===== src/rtl/fwd_pkg.sv =====
package fwd_pkg;

    typedef enum logic [1:0] {
        SEL_RF  = 2'b00,
        SEL_WB  = 2'b01,
        SEL_MEM = 2'b10
    } fwd_sel_e;

    typedef struct packed {
        logic mem_hit;
        logic wb_hit;
    } hit_pair_t;

endpackage


===== src/rtl/fwd_match.sv =====
module fwd_match #(
    parameter int RW = 5
) (
    input  logic [RW-1:0] src_addr,
    input  logic [RW-1:0] dst_addr,
    input  logic          dst_we,
    output logic          hit
);
    localparam logic [RW-1:0] ZERO_REG = '0;

    always_comb begin
        hit = dst_we && (dst_addr != ZERO_REG) && (src_addr == dst_addr);
    end
endmodule


===== src/rtl/fwd_select.sv =====
module fwd_select
    import fwd_pkg::*;
#(
    parameter int RW = 5
) (
    input  logic [RW-1:0] src_addr,
    input  logic [RW-1:0] mem_rd_addr,
    input  logic          mem_rd_we,
    input  logic [RW-1:0] wb_rd_addr,
    input  logic          wb_rd_we,
    output logic [1:0]    sel
);
    hit_pair_t hits_d;
    fwd_sel_e  sel_d;

    fwd_match #(.RW(RW)) u_mem_cmp (
        .src_addr (src_addr),
        .dst_addr (mem_rd_addr),
        .dst_we   (mem_rd_we),
        .hit      (hits_d.mem_hit)
    );

    fwd_match #(.RW(RW)) u_wb_cmp (
        .src_addr (src_addr),
        .dst_addr (wb_rd_addr),
        .dst_we   (wb_rd_we),
        .hit      (hits_d.wb_hit)
    );

    // Younger producer (memory stage) takes priority over write-back.
    always_comb begin
        if (hits_d.mem_hit) begin
            sel_d = SEL_MEM;
        end else if (hits_d.wb_hit) begin
            sel_d = SEL_WB;
        end else begin
            sel_d = SEL_RF;
        end
        sel = sel_d;
    end
endmodule


===== src/rtl/fwd_mux.sv =====
module fwd_mux
    import fwd_pkg::*;
#(
    parameter int XLEN = 32
) (
    input  logic [1:0]      sel,
    input  logic [XLEN-1:0] rf_val,
    input  logic [XLEN-1:0] wb_val,
    input  logic [XLEN-1:0] mem_val,
    output logic [XLEN-1:0] out_val
);
    always_comb begin
        case (fwd_sel_e'(sel))
            SEL_MEM: out_val = mem_val;
            SEL_WB:  out_val = wb_val;
            default: out_val = rf_val;
        endcase
    end
endmodule


===== src/rtl/operand_forward_unit.sv =====
module operand_forward_unit #(
    parameter int XLEN    = 32,
    parameter int NREG    = 32,
    parameter int NUM_SRC = 2,
    parameter int NUM_RD  = 2,
    parameter int RW      = $clog2(NREG)
) (
    input  logic [NUM_SRC-1:0][RW-1:0]   ex_src_addr,
    input  logic [NUM_SRC-1:0][XLEN-1:0] ex_rf_data,
    input  logic [RW-1:0]                mem_rd_addr,
    input  logic                         mem_rd_we,
    input  logic [XLEN-1:0]              mem_alu_result,
    input  logic [RW-1:0]                wb_rd_addr,
    input  logic                         wb_rd_we,
    input  logic [XLEN-1:0]              wb_wdata,
    input  logic [NUM_RD-1:0][RW-1:0]    id_rd_addr,
    input  logic [NUM_RD-1:0][XLEN-1:0]  id_rf_rdata,
    output logic [NUM_SRC-1:0][1:0]      ex_fwd_sel,
    output logic [NUM_SRC-1:0][XLEN-1:0] ex_opnd,
    output logic [NUM_RD-1:0][XLEN-1:0]  id_rdata
);
    // Execute-stage operand paths, one per source operand.
    for (genvar g = 0; g < NUM_SRC; g++) begin : g_ex
        logic [1:0] sel_w;

        fwd_select #(.RW(RW)) u_sel (
            .src_addr    (ex_src_addr[g]),
            .mem_rd_addr (mem_rd_addr),
            .mem_rd_we   (mem_rd_we),
            .wb_rd_addr  (wb_rd_addr),
            .wb_rd_we    (wb_rd_we),
            .sel         (sel_w)
        );

        fwd_mux #(.XLEN(XLEN)) u_mux (
            .sel     (sel_w),
            .rf_val  (ex_rf_data[g]),
            .wb_val  (wb_wdata),
            .mem_val (mem_alu_result),
            .out_val (ex_opnd[g])
        );

        assign ex_fwd_sel[g] = sel_w;
    end

    // Decode-stage read bypass around the register file (write-back only).
    for (genvar r = 0; r < NUM_RD; r++) begin : g_id
        logic byp_hit;

        fwd_match #(.RW(RW)) u_byp_cmp (
            .src_addr (id_rd_addr[r]),
            .dst_addr (wb_rd_addr),
            .dst_we   (wb_rd_we),
            .hit      (byp_hit)
        );

        always_comb begin
            id_rdata[r] = byp_hit ? wb_wdata : id_rf_rdata[r];
        end
    end
endmodule


===== config.mk =====
export PLATFORM = sky130hd
export DESIGN_NAME = operand_forward_unit
export DESIGN_NICKNAME = d
export VERILOG_FILES = /design/src/rtl/fwd_pkg.sv /design/src/rtl/fwd_match.sv /design/src/rtl/fwd_select.sv /design/src/rtl/fwd_mux.sv /design/src/rtl/operand_forward_unit.sv
export SDC_FILE = /design/constraint.sdc
export NUM_CORES = 1
export LEC_CHECK = 0
export BUFFER_PORTS_ARGS = -buffer_cell sky130_fd_sc_hd__buf_2
export CORE_AREA = 2 2 136 138
export DETAILED_ROUTE_END_ITERATION = 10
export DIE_AREA = 0 0 138 140
export MAX_ROUTING_LAYER = met4
export SLEW_MARGIN = 40
export SYNTH_ARGS = -nofsm -noshare
export SYNTH_HDL_FRONTEND = slang
export SYNTH_SLANG_ARGS = --single-unit

===== constraint.sdc =====
create_clock -name vclk -period 2.8
set_input_delay 0.56 -clock vclk [all_inputs]
set_output_delay 0.56 -clock vclk [all_outputs]
set_load 0.1 [all_outputs]

=== Word level (Yosys, flattened, before mapping) ===
Cells that the tools add are included.

* Flip-flop bits (word level): 0
* Input port bits: 224
* Output and inout bits: 132
* Logic and storage cells: 28

* Eq/ne operators: 10
* Mux-type cells: 8
* Reduce and logical (&&, ||, !) cells: 10

{| class="wikitable"
|+ Operators by type and width
! operator !! count
|-
| $pmux W32 S2 || 2
|-
| $mux W32 || 2
|-
| $eq A5 B5 Y1 || 6
|-
| $reduce_bool A5 Y1 || 2
|-
| $logic_and A1 B1 Y1 || 8
|-
| $eq A2 B1 Y1 const B || 2
|-
| $eq A2 B2 Y1 const B || 2
|-
| $mux W2 || 2
|-
| $mux W1 || 2
|}

=== Logic depth before layout (Yosys ltp) ===
Gate-level depths: netlist of the first run.

* Depth in word-level cells: 7
* Gate-level depth with buffers: 7
* Gate-level depth less buffers: 5

=== Hierarchy ===
Synthesis of the first run repeated with hierarchy kept, for this count alone.

* Cell total of the unflattened synthesis: 362
* Area total of the unflattened synthesis: 2825.2 µm²

{| class="wikitable"
|+ By module, submodules not included
! module !! instances !! cells an instance !! area an instance (µm²) !! sequential area each (µm²)
|-
| fwd_mux || 2 || 113 || 636.9 || 0.0
|-
| operand_forward_unit || 1 || 72 || 1088.5 || 0.0
|-
| fwd_match || 6 || 10 || 70.1 || 0.0
|-
| fwd_select || 2 || 2 || 21.3 || 0.0
|}

=== Worst setup path before layout of the first run ===
Ideal clock, no wire load.

* Kind: input to output
* Start point: input port mem_rd_addr[0]
* End point: output port ex_fwd_sel[2] (netlist name)
* Data arrival time: 4.598 ns
* Setup slack: -2.358 ns
* Stages on the path: 6
* Path buffers: 1
* Cell sequence: or4_1 o211ai_2 or2_2 buf_2 inv_1 nor4_1

{| class="wikitable"
|+ RTL lines
! element !! line !! text
|-
| start: declaration || operand_forward_unit.sv:10 || <nowiki>input logic [RW-1:0] mem_rd_addr,</nowiki>
|-
| end: declaration || operand_forward_unit.sv:18 || <nowiki>output logic [NUM_SRC-1:0][1:0] ex_fwd_sel,</nowiki>
|}

==> results of run 1 <==
[layout by cell type, fill, tap and decap left out, types with 3 or more instances in the layout]
| master | count |
|---|---|
| o31ai_1 | 7 |
| xor2_1 | 13 |
| clkbuf_16 | 4 |
| buf_4 | 75 |
| nor4_4 | 4 |
| buf_2 | 223 |
| buf_16 | 4 |
| nand4_1 | 66 |
| diode_2 | 4 |
| buf_12 | 169 |
| nor3_1 | 63 |
| buf_6 | 29 |
| xnor2_1 | 15 |
| mux2_4 | 63 |
| o31ai_4 | 40 |
| o31ai_2 | 17 |
| or2_4 | 3 |
| a31oi_4 | 62 |
[cells by family (layout without fill, tap and decap cells)]
| kind of cell | Yosys count | in the layout | share of synthesized area |
|---|---|---|---|
| buffers and inverters | 77 | 508 | 0.115 |
| other | 0 | 4 | 0 |
| muxes | 64 | 64 | 0.278 |
| xor gates and xnor gates | 30 | 30 | 0.0772 |
| and+or+nand+nor | 148 | 148 | 0.256 |
| AOI/OAI and AO/OA | 132 | 132 | 0.273 |
[per-stage QoR]
step                hold slack [ns]  worst slack (ns)
floorplan                      1.44            -0.506
global placement               1.50            -0.242
detailed placement             1.51            -0.291
CTS                            1.50            -0.206
global route                   1.51            -0.297
finish                         1.50            -0.267
[critical path, stage by stage]
cell and delay [ns]:
buf_12 0.10, or4_4 0.55, o21ai_4 0.23, clkbuf_16 0.20
nor4_4 0.05, buf_6 0.15, clkbuf_16 0.17, mux2_4 0.31
buf_12 0.17
[cells in the mapped netlist]
library cell	number	area share
or3_1	2	0.0037
nor3_1	66	0.097
buf_4	3	0.0066
a31oi_1	64	0.12
o211ai_2	2	0.0074
mux2_2	4	0.013
buf_2	14	0.021
o21ai_4	1	0.0048
mux2_4	60	0.26
inv_1	2	0.0022
nor4_4	2	0.012
o31ai_1	64	0.14
or4_1	1	0.0022
nor2_1	2	0.0022
xnor2_1	16	0.041
o21a_1	1	0.0022
clkbuf_1	41	0.045
buf_6	10	0.033
buf_1	7	0.0077
nand4_1	66	0.12
nor4_1	2	0.0037
or2_2	3	0.0055
xor2_1	14	0.036
or2_1	1	0.0018
nand3_1	2	0.0029
or4_4	1	0.0033
[final cells by class]
type / instances / area [um^2] / share of cell area
timing repair buffer: 506 / 5630 / 0.528
tap: 229 / 287 / 0.0269
antenna: 4 / 10.0 / 0.000939
inverter: 2 / 10.0 / 0.000939
multi-input combinational: 374 / 4730 / 0.443
[metal layers]
| metal | share of wire | track usage | up-vias |
|---|---|---|---|
| met1 | 0.37 | 0.283 | 2913 |
| met4 | 0.027 | 0.0596 | 0 |
| li1 | - | - | 2712 |
| met3 | 0.063 | 0.0318 | 44 |
| met5 | 0 | - | - |
| met2 | 0.54 | 0.474 | 359 |
[what timing repair did]
action                                  CTS  global route
gates resized for setup                 115            54
pin swaps                                50            49
hold endpoints to repair                  0             0
cloned                                    5             4
endpoints found under the setup margin  131           131
hold buffers                              0             0
buffers inserted                         16            35
[power breakdown]
group / switching, uW / internal (uW) / leakage, uW
clock: 0 / 0.000191 / 0.0000000254
sequential: 0 / 0 / 0
combinational: 1760 / 1140 / 0.00422
total: 1760 / 1140 / 0.00422
[worst min-delay path by stage]
| stage | startpoint | to | slack [ns] | cells past startpoint |
|---|---|---|---|---|
| 4_1_cts | id_rf_rdata[15] | id_rdata[15] | 1.50 | 3 |
| 5_1_grt | id_rf_rdata[21] | id_rdata[21] | 1.51 | 3 |
| 2_1_floorplan | wb_wdata[10] | id_rdata[10] | 1.44 | 1 |
| 3_5_place_dp | id_rf_rdata[15] | id_rdata[15] | 1.51 | 3 |
| 3_3_place_gp | id_rf_rdata[15] | id_rdata[15] | 1.50 | 3 |
| 6_report | id_rf_rdata[15] | id_rdata[15] | 1.50 | 3 |
==> impl_metrics.tcl, run 1 <==
set metrics [dict create \
    nets 1108 \
    seq_area_frac_synth 0 \
    design.seq.count 0 \
    place_congestion 0.844 \
    die-height_um 140 \
    critical_path_required_ns 2.24 \
    violations "negative setup slack" \
    dp_cells 1062 \
    rsz0062_at_grt "yes" \
    vias_per_cell 5.41 \
    hold_viol 0 \
    fp.dieW_um 138 \
    n_clock_buffer 0 \
    area_growth_pct 213 \
    yosysWarningCount 0 \
    netlist_area_um2 3400 \
    drtPass1Iterations 5 \
    power_uw 2900 \
    grt-ovfl-total 0 \
    finalWorstSetupSlack_ns -0.267 \
    numPortBuffers 356 \
    synth_fp_nets 675 \
    grtUsageTotal 0.252 \
    post-route-util 0.600 \
    finalCritPeriodShare 1.10 \
    start_util 0.191 \
    wirelength_mm 26.3 \
    placed_area_um2 9240 \
    end_kind "primary output" \
    fillers 1371 \
    maxCapViolCount 0 \
    vias 6028 \
    final_cells 1115 \
    crit_fanout 5 \
    crit_start "wb_rd_addr[2]" \
    max_freq_mhz 326 \
    num_io_pins 356 \
    die_area_um2 19300 \
    yosys.cell_types.count 26 \
    fin_area_um2 10700 \
    cellLeakagePower_uw 0.00422 \
    core_area_um2 17800 \
    drt-initial-drc-count 288 \
    crit_arrival_ns 2.51 \
    relSlewSlack 0.671 \
    report.final.setup_viol 129 \
    rows 49 \
    fin_setup_tns_ns -26.01 \
    status "complete, but fails checks" \
    critical_path_class "input pin to primary output" \
    regArea_um2 0 \
    grt_pass1_wl_mm 37.9 \
    layout-drive-gt1-share 0.812 \
    dp.final_hpwl_mm 19.2 \
    cp-start-kind "input pin" \
    setup.worst_path.end "id_rdata[48]" \
    synthCells 451 \
    ir_worst_vdd_uv 173 \
    drc 0 \
    antenna_left 0 \
    grt_pass1_vias 6409 \
    grt_max_degree 33 \
    pwr_density_cell_nw_per_um2 272 \
    slew_violations 0 \
    detail_route.wl_per_cell_um 23.6 \
    syn-mean-instance-area_um2 7.55 \
    antenna_found_initial 4 \
    min_period_ns 3.07 \
    tightestPinTransition_ns 0.497 \
    hp-class "input pin to primary output" \
]
(Power assumes the default switching activity.)
==> run 2, diff against run 1 <==
REMOVE_ABC_BUFFERS = 1   (was unset)
SETUP_SLACK_MARGIN = 0.1   (was unset)
==> impl_metrics.tcl, run 2 (synthesis results as in run 1) <==
set metrics [dict create \
    layout-drive-gt1-share 0.682 \
    tightestPinTransition_ns 0.507 \
    die-height_um 140 \
    placed_area_um2 7800 \
    antenna_left 0 \
    grt_max_degree 33 \
    start_util 0.191 \
    fp.dieW_um 138 \
    place_congestion 0.840 \
    use_met1 0.272 \
    violations "negative setup slack" \
    vias_per_cell 5.51 \
    nets 1047 \
    ir_worst_vdd_uv 186 \
    crit_fanout 16 \
    hold_viol 0 \
    grt-ovfl-total 0 \
    status "complete, but fails checks" \
    maxCapViolCount 0 \
    slowest_delay_ns 0.56 \
    dp.final_hpwl_mm 18.0 \
    relSlewSlack 0.664 \
    antenna_found_initial 0 \
    crit_slowest_cell "or4_4" \
    numPortBuffers 356 \
    cellLeakagePower_uw 0.00355 \
    crit_chain "buf_6 -> or4_4 -> o21ai_4 -> buf_12 -> nor4_4 -> buf_12 -> mux2_4 -> buf_12" \
    fin_area_um2 8400 \
    regArea_um2 0 \
    critical_path_class "input pin to primary output" \
    drtPass1Iterations 5 \
    grt_pass1_vias 5747 \
    area_growth_pct 147 \
    die_area_um2 19300 \
    grt_use_met3 0.0291 \
    slew_violations 0 \
    crit_arrival_ns 2.45 \
    fin_setup_tns_ns -19.46 \
    critical_path_required_ns 2.24 \
    grt_most_used_layer "met2" \
    core_area_um2 17800 \
    report.final.setup_viol 128 \
    detail_route.wl_per_cell_um 21.9 \
    pre_cts_slack_ns -0.333 \
    end_kind "primary output" \
    fillers 1640 \
    finalWorstSetupSlack_ns -0.215 \
    wirelength_mm 23.0 \
    max_freq_mhz 332 \
    min_period_ns 3.01 \
    cp-start-kind "input pin" \
    drc 0 \
    design.seq.count 0 \
    critPathMostFrequentCell "buf_12" \
    ctsHoldBuffers 0 \
    grt_use_met2 0.392 \
    drt-initial-drc-count 388 \
    n_clock_buffer 0 \
    finalCritPeriodShare 1.08 \
    rows 49 \
    post-route-util 0.473 \
    antennaDiodeCount 0 \
    hp-class "input pin to primary output" \
    rsz0062_at_grt "yes" \
    vias 5787 \
    final_cell_mix "buf_2, buf_12, nand4_1" \
    grt_pass1_wl_mm 33.8 \
    num_io_pins 356 \
    final_common_cell "buf_2" \
    grtUsageTotal 0.223 \
    pwr_density_cell_nw_per_um2 303 \
]
==> run 2: cell types whose count changed in the layout (fill, tap and decap cells not counted), sizes merged <==
cell    previous run  this run
buf              502       439
diode              4         0
bufbuf             0         3
clkbuf             4         3
==> run 2: report_power, final <==
group | leakage [uW] | internal [uW] | switching, uW
clock | 0 | 0 | 0
sequential | 0 | 0 | 0
combinational | 0.00355 | 957 | 1590
==> run 2: cell type report <==
cell class                      count  area (um^2)  area share
Inverter                            2         7.51    0.000893
Multi-Input combinational cell    374         3300       0.392
Tap cell                          229          287      0.0341
Timing Repair Buffer              445         4810       0.573
==> run 2: worst paths after layout <==
path	startpoint	to	slack (ns)	depth (start not counted)
setup / recovery	wb_rd_addr[1]	id_rdata[17]	-0.21	8
hold / removal	id_rf_rdata[60]	id_rdata[60]	1.51	3
==> run 2: what timing repair did <==
item / 4_1_cts / 5_1_grt
pin swaps: 41 / 28
endpoints found under the hold margin: 0 / 0
gates resized for setup: 68 / 12
setup buffers: 4 / 7
setup endpoints to repair: 132 / 131
cloned: 2 / 2
==> run 2: layer usage <==
layer	up-vias	routed length [um]
met1	2692	8670
met2	466	11500
li1	2579	-
met3	50	2240
met5	-	0
met4	0	614
==> run 2: per-stage QoR <==
stage	total power (uW)	cells	hold WS, ns
3_5_place_dp	2420	1035	1.50
2_1_floorplan	1320	376	1.44
3_3_place_gp	2400	1035	1.50
5_1_grt	2610	1050	1.51
4_1_cts	2500	1041	1.50
6_report	2550	1050	1.51
==> run 2: worst max-delay path, delay by kind of cell <==
family                 cells  cell delay [ns]
multiplexers               1             0.35
AO/OA/AOI/OAI              1             0.24
AND/OR/NAND/NOR            2             0.64
buffers and inverters      4             0.64
==> run 3, diff against run 2 <==
==> constraint.sdc (replaced) <==
create_clock -name vclk -period 2.8
set_input_delay 0 -clock vclk [all_inputs]
set_output_delay 0 -clock vclk [all_outputs]
set_load 0.1 [all_outputs]
==> impl_metrics.tcl, run 3 (synthesis results as in run 1) <==
set metrics [dict create \
    status "complete, no violations" \
    min_period_ns 2.33 \
    max_freq_mhz 430 \
    vias_per_cell 5.44 \
    fin_area_um2 5390 \
    final_cell_mix "buf_2, nand4_1, o31ai_1, nor3_1, a31oi_1" \
    crit_fanout 33 \
    path_buf_inv 3 \
    postCtsSetupBuffers 0 \
    ctsHoldBuffers 0 \
    fin_setup_tns_ns 0 \
    layout-drive-gt1-share 0.611 \
    antennaDiodeCount 0 \
    antenna_left 0 \
    final_cells 987 \
    placed_area_um2 5380 \
    crit_slowest_cell "or4_4" \
    detail_route.wl_per_cell_um 20.8 \
    post-route-util 0.303 \
    crit_arrival_ns 2.33 \
    maxCapViolCount 0 \
    tightestPinTransition_ns 0.898 \
    rsz0062_at_grt "no" \
    hold_viol 0 \
    grtUsageTotal 0.195 \
    die-height_um 140 \
    grt_pass1_wl_mm 29.9 \
    area_growth_pct 58.4 \
    rows 49 \
    dp.final_hpwl_mm 15.8 \
    design.seq.count 0 \
    final_common_cell "buf_2" \
    num_io_pins 356 \
    slowest_delay_ns 0.56 \
    dp_cells 987 \
    fillers 1944 \
    nets 984 \
    critical_path_class "input pin to primary output" \
    wirelength_mm 20.6 \
    critPathMostFrequentCell "buf_2" \
    hp-class "input pin to primary output" \
    n_clock_buffer 0 \
    grt_pass1_vias 5220 \
    grt_max_degree 39 \
    slew_violations 0 \
    min_path_cells 4 \
    start_util 0.191 \
    antenna_found_initial 0 \
    die_area_um2 19300 \
    numPortBuffers 356 \
    pwr_density_cell_nw_per_um2 343 \
    end_kind "primary output" \
    regArea_um2 0 \
    grt-ovfl-total 0 \
    cellLeakagePower_uw 0.00237 \
    core_area_um2 17800 \
    path_delay_family "buffers and inverters" \
    critical_path_required_ns 2.80 \
    vias 5368 \
    drtPass1Iterations 4 \
    crit_chain "buf_2 -> or4_4 -> o21ai_4 -> buf_4 -> o31ai_1 -> a31oi_1 -> buf_2" \
    cts_repair_resize_count 0 \
    crit_cells 7 \
    whs_ns 0.510 \
    fp.dieW_um 138 \
    relSlewSlack 0.401 \
    drc 0 \
    finalCritPeriodShare 0.831 \
    ir_worst_vdd_uv 176 \
    drt-initial-drc-count 417 \
    cp-start-kind "input pin" \
    place_congestion 0.855 \
    report.final.setup_viol 0 \
]
[run 3: cell count changes in the layout (fill, tap and decap cells not counted), sizes merged]
cell,change
buf,-57
bufbuf,-3
clkbuf,-3
[run 3: power by group]
part / total (uW) / leakage, uW / switching (uW) / internal, uW
Clock: 0 / 0 / 0 / 0
Sequential: 0 / 0 / 0 / 0
Combinational: 1850 / 0.00237 / 1450 / 396
Total: 1850 / 0.00237 / 1450 / 396
[run 3: final cells by class]
type	count	area, um^2	area share
Tap cell	229	287	0.0531
Inverter	2	7.51	0.00139
Timing Repair Buffer	382	2030	0.377
Multi-Input combinational cell	374	3070	0.569
[run 3: through the flow]
step | total power, uW | setup slack, ns
3_5_place_dp | 1830 | 0.478
2_1_floorplan | 1320 | -2.88
5_1_grt | 1900 | 0.432
4_1_cts | 1830 | 0.468
6_report | 1850 | 0.474
3_3_place_gp | 1820 | 0.0223
[run 3: path summary, 6_finish.rpt]
kind     endpoint  slack [ns]           start
max   ex_opnd[15]        0.47   wb_rd_addr[1]
min   ex_opnd[55]        0.51  ex_rf_data[55]
[run 3: metal layers]
layer  track usage  up-vias  routed length (um)
met1         0.236     2447                8140
met3        0.0386       45                2040
met5             -        -                   0
met2         0.327      425                9870
li1              -     2451                   -
met4        0.0612        0                 516
[run 3: worst min-delay path: cells and delay by family]
kind	cells	cell delay, ns
AOI/OAI and AO/OA	2	0.12
buffers and inverters	2	0.38
